<file path="config.mk">
export PLATFORM = sky130hd
export DESIGN_NAME = cascade_intc
export DESIGN_NICKNAME = d
export VERILOG_FILES = /design/src/rtl/intc_pkg.sv /design/src/rtl/intc_rst_sync.sv /design/src/rtl/intc_prio.sv /design/src/rtl/intc_unit.sv /design/src/rtl/cascade_intc.sv
export SDC_FILE = /design/constraint.sdc
export NUM_CORES = 1
export LEC_CHECK = 0
export CAP_MARGIN = 15
export CORE_MARGIN = 2
export CORE_UTILIZATION = 47
export DETAILED_ROUTE_END_ITERATION = 8
export PLACE_DENSITY_LB_ADDON = 0.12
export SYNTH_ARGS = -nofsm -noshare
export SYNTH_HDL_FRONTEND = slang
export SYNTH_SLANG_ARGS = --single-unit
</file>
<file path="constraint.sdc">
create_clock -name clk -period 6.8 [get_ports clk]
set_clock_uncertainty 0.2 [all_clocks]
set_input_delay 1.36 -clock clk [delete_from_list [all_inputs] [get_ports clk]]
set_output_delay 1.36 -clock clk [all_outputs]
set_load 0.01 [all_outputs]
</file>
<file path="src/rtl/intc_pkg.sv">
package intc_pkg;
  localparam int UNIT_N = 8;
  localparam int IDX_W  = $clog2(UNIT_N);
  localparam int VEC_W  = 8;

  typedef enum logic [1:0] {
    CFG_MASK = 2'd0,
    CFG_BASE = 2'd1,
    CFG_TRIG = 2'd2,
    CFG_ROT  = 2'd3
  } cfg_sel_e;
endpackage

</file>
<file path="src/rtl/intc_rst_sync.sv">
module intc_rst_sync (
  input  logic clk,
  input  logic arst_n,
  output logic srst_n
);
  logic [1:0] sync_q;

  always_ff @(posedge clk or negedge arst_n) begin
    if (!arst_n) sync_q <= 2'b00;
    else         sync_q <= {sync_q[0], 1'b1};
  end

  assign srst_n = sync_q[1];
endmodule

</file>
<file path="src/rtl/intc_prio.sv">
// Rotating priority search: the first set request met when scanning
// upward from index rot_i (modulo N) wins.
module intc_prio #(
  parameter int N = 8,
  parameter int W = 3
) (
  input  logic [N-1:0] req_i,
  input  logic [W-1:0] rot_i,
  output logic         hit_o,
  output logic [W-1:0] pos_o,
  output logic [W-1:0] idx_o
);
  always_comb begin
    hit_o = 1'b0;
    pos_o = '0;
    idx_o = '0;
    for (int k = N - 1; k >= 0; k--) begin
      if (req_i[W'(k) + rot_i]) begin
        hit_o = 1'b1;
        pos_o = W'(k);
        idx_o = W'(k) + rot_i;
      end
    end
  end
endmodule

</file>
<file path="src/rtl/intc_unit.sv">
module intc_unit
  import intc_pkg::*;
#(
  parameter int           N          = UNIT_N,
  parameter int           W          = IDX_W,
  parameter int           VW         = VEC_W,
  parameter logic [N-1:0] TRIG_WMASK = '1
) (
  input  logic          clk,
  input  logic          rst_n,
  input  logic [N-1:0]  line_i,
  input  logic          cfg_we_i,
  input  cfg_sel_e      cfg_sel_i,
  input  logic [VW-1:0] cfg_data_i,
  input  logic          ack_i,
  input  logic          eoi_i,
  input  logic [W-1:0]  eoi_idx_i,
  output logic          int_o,
  output logic [W-1:0]  win_o,
  output logic [VW-1:0] vec_o
);
  localparam int BASE_W = VW - W;

  logic [N-1:0]      irr_q, irr_n, imr_q, imr_n, isr_q, isr_n;
  logic [N-1:0]      elcr_q, elcr_n, last_q;
  logic [BASE_W-1:0] base_q, base_n;
  logic [W-1:0]      rot_q, rot_n;

  logic          req_hit, isr_hit;
  logic [W-1:0]  req_pos, isr_pos, req_idx, isr_idx;
  logic [N-1:0]  rise, win_bit, eoi_bit;
  logic          take;

  intc_prio #(.N(N), .W(W)) u_req_prio (
    .req_i(irr_q & ~imr_q), .rot_i(rot_q),
    .hit_o(req_hit), .pos_o(req_pos), .idx_o(req_idx)
  );

  intc_prio #(.N(N), .W(W)) u_isr_prio (
    .req_i(isr_q), .rot_i(rot_q),
    .hit_o(isr_hit), .pos_o(isr_pos), .idx_o(isr_idx)
  );

  // Winner must outrank every in-service input.
  assign int_o = req_hit && (!isr_hit || (req_pos < isr_pos));
  assign win_o = req_idx;
  assign vec_o = {base_q, (int_o ? req_idx : {W{1'b1}})};

  assign take    = ack_i && int_o;
  assign win_bit = take  ? (N'(1) << req_idx)   : '0;
  assign eoi_bit = eoi_i ? (N'(1) << eoi_idx_i) : '0;
  assign rise    = line_i & ~last_q;

  always_comb begin
    irr_n  = (((irr_q & ~win_bit) | rise) & ~elcr_q) | (line_i & elcr_q);
    isr_n  = (isr_q & ~eoi_bit) | win_bit;
    imr_n  = imr_q;
    base_n = base_q;
    elcr_n = elcr_q;
    rot_n  = rot_q;
    if (cfg_we_i) begin
      unique case (cfg_sel_i)
        CFG_MASK: imr_n  = cfg_data_i[N-1:0];
        CFG_BASE: base_n = cfg_data_i[VW-1:W];
        CFG_TRIG: elcr_n = cfg_data_i[N-1:0] & TRIG_WMASK;
        CFG_ROT:  rot_n  = cfg_data_i[W-1:0];
        default:  ;
      endcase
    end
  end

  always_ff @(posedge clk or negedge rst_n) begin
    if (!rst_n) begin
      irr_q  <= '0;
      isr_q  <= '0;
      imr_q  <= '1;
      elcr_q <= '0;
      last_q <= '0;
      base_q <= '0;
      rot_q  <= '0;
    end else begin
      irr_q  <= irr_n;
      isr_q  <= isr_n;
      imr_q  <= imr_n;
      elcr_q <= elcr_n;
      last_q <= line_i;
      base_q <= base_n;
      rot_q  <= rot_n;
    end
  end

  // an accepted acknowledge puts its winner in service
  a_r7_ack_sets_isr: assert property (@(posedge clk) disable iff (!rst_n)
    take |=> isr_q[$past(req_idx)]);

  // end-of-service clears the named bit unless re-acknowledged at once
  a_r11_eoi_clears: assert property (@(posedge clk) disable iff (!rst_n)
    (eoi_i && !(take && (req_idx == eoi_idx_i))) |=> !isr_q[$past(eoi_idx_i)]);

  // an edge request never disappears without an acknowledge
  a_r3_edge_holds: assert property (@(posedge clk) disable iff (!rst_n)
    !ack_i |=> (($past(irr_q) & ~$past(elcr_q) & ~irr_q) == '0));

  // level inputs follow their line
  a_r4_level_follows: assert property (@(posedge clk) disable iff (!rst_n)
    1'b1 |=> ((irr_q & $past(elcr_q)) == ($past(line_i) & $past(elcr_q))));
endmodule

</file>
<file path="src/rtl/cascade_intc.sv">
module cascade_intc
  import intc_pkg::*;
(
  input  logic        clk,
  input  logic        rst_n,
  input  logic [15:0] irq_in,
  input  logic        cfg_we,
  input  logic        cfg_unit,
  input  logic [1:0]  cfg_sel,
  input  logic [7:0]  cfg_wdata,
  input  logic        eoi_valid,
  input  logic        eoi_unit,
  input  logic [2:0]  eoi_idx,
  input  logic        ack,
  output logic [7:0]  vec_out,
  output logic        host_int
);
  localparam int              CASC_IN   = 2;
  localparam logic [IDX_W-1:0] CASC_IDX = IDX_W'(CASC_IN);
  localparam logic [UNIT_N-1:0] PRI_TRIG_WMASK = 8'hF8;
  localparam logic [UNIT_N-1:0] SEC_TRIG_WMASK = 8'hDE;

  logic                srst_n;
  logic                pri_int, sec_int;
  logic [IDX_W-1:0]    pri_win, sec_win;
  logic [VEC_W-1:0]    pri_vec, sec_vec;
  logic [UNIT_N-1:0]   pri_line;
  logic                casc_sel;
  cfg_sel_e            sel;

  assign sel = cfg_sel_e'(cfg_sel);

  intc_rst_sync u_rst (.clk(clk), .arst_n(rst_n), .srst_n(srst_n));

  always_comb begin
    pri_line           = irq_in[UNIT_N-1:0];
    pri_line[CASC_IN]  = irq_in[CASC_IN] | sec_int;
  end

  assign casc_sel = pri_int && (pri_win == CASC_IDX);

  intc_unit #(.TRIG_WMASK(PRI_TRIG_WMASK)) u_pri (
    .clk(clk), .rst_n(srst_n), .line_i(pri_line),
    .cfg_we_i(cfg_we && !cfg_unit), .cfg_sel_i(sel), .cfg_data_i(cfg_wdata),
    .ack_i(ack), .eoi_i(eoi_valid && !eoi_unit), .eoi_idx_i(eoi_idx),
    .int_o(pri_int), .win_o(pri_win), .vec_o(pri_vec)
  );

  intc_unit #(.TRIG_WMASK(SEC_TRIG_WMASK)) u_sec (
    .clk(clk), .rst_n(srst_n), .line_i(irq_in[15:UNIT_N]),
    .cfg_we_i(cfg_we && cfg_unit), .cfg_sel_i(sel), .cfg_data_i(cfg_wdata),
    .ack_i(ack && casc_sel), .eoi_i(eoi_valid && eoi_unit), .eoi_idx_i(eoi_idx),
    .int_o(sec_int), .win_o(sec_win), .vec_o(sec_vec)
  );

  assign vec_out  = casc_sel ? sec_vec : pri_vec;
  assign host_int = pri_int;

  // acknowledge with nothing resolvable yields index 7
  a_r10_spurious_idx: assert property (@(posedge clk) disable iff (!srst_n)
    (ack && !host_int) |-> (vec_out[IDX_W-1:0] == '1));

  // cascade acknowledge reports the secondary winner
  a_r8_cascade_idx: assert property (@(posedge clk) disable iff (!srst_n)
    (ack && casc_sel && sec_int) |-> (vec_out[IDX_W-1:0] == sec_win));
endmodule

</file>
# After elaboration in Yosys (flattened, before gate mapping)
# Index checks and enable logic that the tools add are counted.
# op_classes
n_lt_le_gt_ge,18
bitwise,29
n_reduce_logical,25
addsub,14
n_shift,3
div,0
muxes,151
n_mul,0
eq_ne,4
# op_table
cell,n
3-bit 2-to-1 mux,50
8-bit AND,12
1-bit binary-select mux with 3-bit select,32
8-bit inverter,10
"3-bit by 4-bit less-than comparator with 1-bit output, second input constant",16
1-bit 2-to-1 mux,64
8-bit bitwise OR,6
8-bit 2-to-1 mux,5
"3-bit adder, first input constant",8
"1-bit by 3-bit << shifter with 8-bit output, first input constant",3
2-bit AND reduction,8
"2-bit by 3-bit adder with 3-bit output, first input constant",4
1-bit logical AND,10
"1-bit by 3-bit adder with 3-bit output, first input constant",2
3-bit less-than comparator,2
"2-bit == test, second input constant",2
1-bit logical NOT,4
"3-bit by 2-bit == test with 1-bit output, second input constant",1
"2-bit by 1-bit == test with 1-bit output, second input constant",1
2-bit logical NOT,1
1-bit logical OR,2
1-bit bitwise OR,1
# totals
ram_bits,0
latch_bits,0
output_inout_bits,9
word_cells,259
mem_bits_ro,0
ff_bits,93
n_memories,0

# Depth between registers and ports, before layout
# Gate-level depths: netlist of the first run.
# depth
word_depth,24
depth_mapped,21
mapped_depth_nobuf,18

# Cells and area by module
# A second synthesis of the first run with hierarchy kept.
# unflattened
cells_unflattened,756
area_unflattened_um2,7713.6
# by_module_without_submodules
module,instances,area_per_inst_um2,cells_each
intc_prio,4,888.4,102
intc_unit (u_sec),1,1981.9,166
intc_unit (u_pri),1,1941.9,163
cascade_intc,1,182.7,16
intc_rst_sync,1,53.8,3

# Worst setup path before layout of the first run
# Ideal clock, no wire load.
# synth_path
path_kind,register to output
startpoint,reg u_pri.rot_q[0]
endpoint,out vec_out[3]
arrival_ns,4.538
slack_ns,0.702
stages_incl_launch_ff,20
path_cell_list,dfrtp_1 -> inv_2 -> buf_2 -> ha_1 -> clkbuf_1 -> mux4_2 -> and2_1 -> a211oi_1 -> o21ai_0 -> nor2_1 -> o21ai_0 -> ha_1 -> a21oi_1 -> and3_1 -> and3_1 -> a311oi_1 -> nor4_4 -> nand2_1 -> nor2_2 -> mux2_2
# synth_via
elab_chain_len,16
elab_cells_between_ends,86
classes_between,add/sub (7); order compare (1); eq/ne (1); mux (73); reduce/logical (4)
# synth_lines
element,line,rtl
start: declaration,intc_unit.sv:27,"logic [W-1:0] rot_q, rot_n;"
start signal: assignment,intc_unit.sv:88,rot_q <= rot_n;
3-bit adder,intc_prio.sv:18,if (req_i[W'(k) + rot_i]) begin
1-bit binary-select mux with 3-bit select,intc_prio.sv:18,
1-bit 2-to-1 mux (not written as such),intc_prio.sv:18,
3-bit 2-to-1 mux / 1-bit 2-to-1 mux (equally long branches) (8 in a row),intc_prio.sv:18,
3-bit less-than comparator / 1-bit logical NOT (equally long branches),intc_unit.sv:45,assign int_o = req_hit && (!isr_hit || (req_pos < isr_pos));
1-bit logical OR,intc_unit.sv:45,
1-bit logical AND *,intc_unit.sv:45,
via host_int,cascade_intc.sv:16,output logic host_int
1-bit logical AND *,cascade_intc.sv:40,assign casc_sel = pri_int && (pri_win == CASC_IDX);
8-bit 2-to-1 mux *,cascade_intc.sv:56,assign vec_out = casc_sel ? sec_vec : pri_vec;
end: declaration,cascade_intc.sv:15,"output logic [7:0] vec_out,"
# The timed path passes the listed nets; every way through them passes the cells marked *. The select of a mux whose other input is x is not followed.

# Worst setup path in the final report of the first run
# layout_path
startpoint,reg u_pri.rot_q[1]
endpoint,out vec_out[3]
# layout_via
elab_chain_len,16
elab_cells_between_ends,86
classes_between,add/sub (7); order compare (1); eq/ne (1); mux (73); reduce/logical (4)
# layout_lines
element,line
3-bit adder,"intc_prio.sv:18, intc_prio.sv:21"
1-bit binary-select mux with 3-bit select,intc_prio.sv:18
1-bit 2-to-1 mux (not written as such),intc_prio.sv:18
3-bit 2-to-1 mux / 1-bit 2-to-1 mux (equally long branches) (8 in a row),intc_prio.sv:18
3-bit less-than comparator / 1-bit logical NOT (equally long branches),intc_unit.sv:45
1-bit logical OR,intc_unit.sv:45
1-bit logical AND,intc_unit.sv:45
1-bit logical AND *,cascade_intc.sv:40
8-bit 2-to-1 mux *,cascade_intc.sv:56
# Mark *: on every way between the ends. The rest lies on a longest branch, timed or not. The select of a mux whose other input is x is not followed.

==> reports/qor.yml, run 1 <==
logic_synthesis:
  synth.avg_cell_area_um2: 10.29
  ys.warnings.count: 0
  ys_seq_elements: 93
  netlist.area_leader.share_pct: 27.46
  yosys.area.top_type: "dfrtp_1"
  yosys.cell_types.count: 87
  dominantRegCellSynth: "dfrtp_1"
  async_flop_share_pct: 100.0
  synth_common_cells: "77 x dfrtp_1, 68 x o21ai_0, 58 x mux2_2"
  synth_area_leaders: "dfrtp_1 27%, mux4_2 12%, mux2_2 9.3%, dfstp_2 6.0%, mux2i_1 4.9%"
  postSynthCellCount: 682
  netlist_area_um2: 7017
  synth_edf_count: 0
  yosysMostFrequentCell: "dfrtp_1"
  ys_seq_area_share_pct: 33.45
  syn_nets: 726
drt:
  wl_met3_um: 970
  highest_layer: "met4"
  drt-met1-wl_mm: 8.836
  wl_met2_mm: 8.635
  routed_via_density: 6.358
  detail_route.iter0.violations: 402
  wirelength_mm: 18.70
  dr.pass1.iters: 5
  num_vias: 5862
  ant_nets: 0
  wire_per_inst_um: 20.29
  drc: 0
finish:
  syn_to_final_growth_pct: 15.09
  design_area_um2: 8075
  drive_gt1_share_pct: 25.07
  antenna_cells: 0
  nFillCells: 1296
  nets: 777
  final-instance-count-excl-fill: 922
sta:
  finalSetupViolations: 0
  finalCritPeriodShare_pct: 96.56
  period_needed_ns: 6.566
  fin_tns_setup_ns: 0
  worst_pin_slew_ns: 0.8094
  setup_ws_ns: 0.2340
  slew_violations: 0
  fmax_ghz: 0.1523
  final-hold-violation-count: 0
  maxSlewHeadroom_pct: 45.92
global_routing:
  grt_max_degree: 54
  antenna_found_initial: 0
  grt_overflow_total: 0
  grt_pass1_wl_mm: 30.40
  grtUsageTotal_pct: 23.91
  grt_pass1_vias: 5723
cts:
  clock-sinks: 93
  root_buffer: "clkbuf_16"
  cts_tree: "built"
  cts_buffers: 9
  clk_pin_slew_worst_paths_ns: 0.07
  post-cts-setup-buffer-count: 0
  h-tree-depth: 3
  cts_buffer_depth: 2
  insertion_delay_ns: 0.35
critical_path:
  crit_chain: "buf_4 > ha_1 > xor2_4 > o41ai_2 > o21ai_1 > nor2_1 > o21ai_0 > a211oi_1 > ha_1 > a21oi_1 > and3_1 > and3_1 > a311oi_1 > nor4_4 > nand2_1 > nor2_4 > mux2_2 > clkdlybuf4s50_1"
  crit_fanout: 24
  cp-start-kind: "flip-flop"
  cp-end-kind: "primary output"
  startpoint: "u_pri.rot_q[1]$_DFFE_PN0P_"
  required_ns: 5.24
  rrSetupSlack_ns: 1.77
  rr_startpoint: "u_pri.rot_q[1]$_DFFE_PN0P_"
  slowest_delay_ns: 0.48
  cp.arrival_ns: 5.01
  slowest_stage: "clkdlybuf4s50_1"
  crit_type: "reg -> out"
floorplan:
  rows: 44
  die_area_um2: 15920
  start_util_pct: 48.28
  core_area_um2: 14530
  ios: 45
  dieHeight_um: 126.2
  fp.dieW_um: 126.2
placed_design:
  gp_congestion: 0.9178
  place_inst: 904
  pre_cts_slack_ns: 0.3034
  post-dp-hpwl_mm: 14.44
  port_buffers: 44
  place_area_um2: 7711
run:
  maxCapViolCount: 0
power_and_ir_drop:
  peakVddDrop_v: 0.0002278
  power_leakage_nw: 3.234
  power_density_nw_per_um2: 525.7
  finalPower_mw: 4.245
status:
  status: "complete, no violations"
hold_path:
  min_path_type: "reg -> async"
==> stage by stage <==
stage | hold WS [ns] | util [%]
after floorplan | 0.1312 | -
after global placement | 0.1037 | 53.06
after detailed placement | 0.1109 | 53.06
after CTS | 0.1176 | 55.17
after global routing | 0.1490 | 55.56
final | 0.09228 | 55.56
==> layout by cell type (no fill, tap or decap), types with 4 or more instances in the layout <==
master / instances
ha_1: 7
nand2b_1: 32
a211o_1: 6
mux4_2: 38
clkdlybuf4s50_1: 44
nor3_1: 7
buf_4: 18
o211a_1: 4
mux2i_1: 34
o31ai_1: 7
and3_1: 7
nor4bb_1: 4
inv_1: 25
nor2b_1: 22
clkbuf_16: 9
o31a_1: 5
a21oi_1: 18
nor2_1: 38
nor4_1: 7
o22ai_1: 4
a22oi_1: 4
o21a_1: 4
o21ai_0: 68
dfrtp_1: 75
or2_2: 4
mux2_2: 58
a211oi_1: 11
nand3_1: 9
and2_1: 6
nand3b_1: 6
o211ai_1: 6
a31oi_1: 4
nand2_1: 42
dfstp_2: 16
==> layer usage <==
metal / vias to the layer above / track usage (%)
met2: 179 / 37.07
met4: 0 / 6.270
met5: - / 0
met1: 2957 / 34.82
met3: 22 / 4.291
li1: 2704 / -
==> worst paths after layout <==
path | to | cells after the start
setup / recovery | vec_out[3] | 18
min in group clk | u_rst.sync_q[1]$_DFF_PN0_ | 0
max in group asynchronous | u_sec.rot_q[1]$_DFFE_PN0P_ | 1
setup reg to reg | u_sec.irr_q[3]$_DFF_PN0_ | 18
hold / removal | u_pri.last_q[0]$_DFF_PN0_ | 0
hold reg to reg | u_pri.last_q[0]$_DFF_PN0_ | 0
==> state kept, by name (all words and copies together) (netlist names) <==
register / cells
u_pri.imr_q: 8
u_pri.irr_q: 8
u_pri.isr_q: 8
u_pri.last_q: 8
u_sec.imr_q: 8
u_sec.irr_q: 8
u_sec.isr_q: 8
u_sec.last_q: 8
u_sec.elcr_q: 6
u_pri.base_q: 5
u_pri.elcr_q: 5
u_sec.base_q: 5
u_pri.rot_q: 3
u_sec.rot_q: 3
u_rst.sync_q: 2
==> kinds of logic after synthesis <==
logic type / share of synthesized area (%)
AO/OA/AOI/OAI: 16.87
flip-flops: 33.45
buffers and inverters: 3.352
other: 0.05344
multiplexers: 26.77
adder cells (fa/ha/maj): 1.427
AND/OR/NAND/NOR: 16.99
XOR/XNOR: 1.088
==> power breakdown <==
| group | leakage [nW] | switching [mW] | internal, mW |
|---|---|---|---|
| registers | 1.07 | 0.143 | 0.700 |
| logic | 2.02 | 1.63 | 1.28 |
| clock network | 0.145 | 0.235 | 0.257 |
==> repair_timing <==
item | CTS | global route
gates resized for setup | 2 | 9
hold buffers | 0 | 0
endpoints found under the setup margin | 6 | 8
==> worst max-delay path, delay by kind of cell, from the launching register on <==
family / cells / cell delay (ns)
multiplexers: 1 / 0.38
adder cells (fa/ha/maj): 2 / 0.68
XOR/XNOR: 1 / 0.35
flip-flops: 1 / 0.36
AO/OA/AOI/OAI: 6 / 0.89
AND/OR/NAND/NOR: 6 / 1.21
buffers and inverters: 2 / 0.77
==> cell type report <==
class                           count  area, µm²  area share, %
Timing Repair Buffer               65      601.8          7.453
Clock buffer                        9      225.2          2.789
Multi-Input combinational cell    534       4482          55.50
Clock inverter                      7      67.56         0.8367
Tap cell                          184      230.2          2.851
Inverter                           30      116.4          1.441
Sequential cell                    93       2352          29.13
Note: power is estimated with default switching activity, not from simulation.
==> inputs of run 2 (changes only) <==
CTS_CLUSTER_DIAMETER = 200   (was unset)
==> results of run 2 <==
Final layout, timing and power as in run 1 (identical DEF).
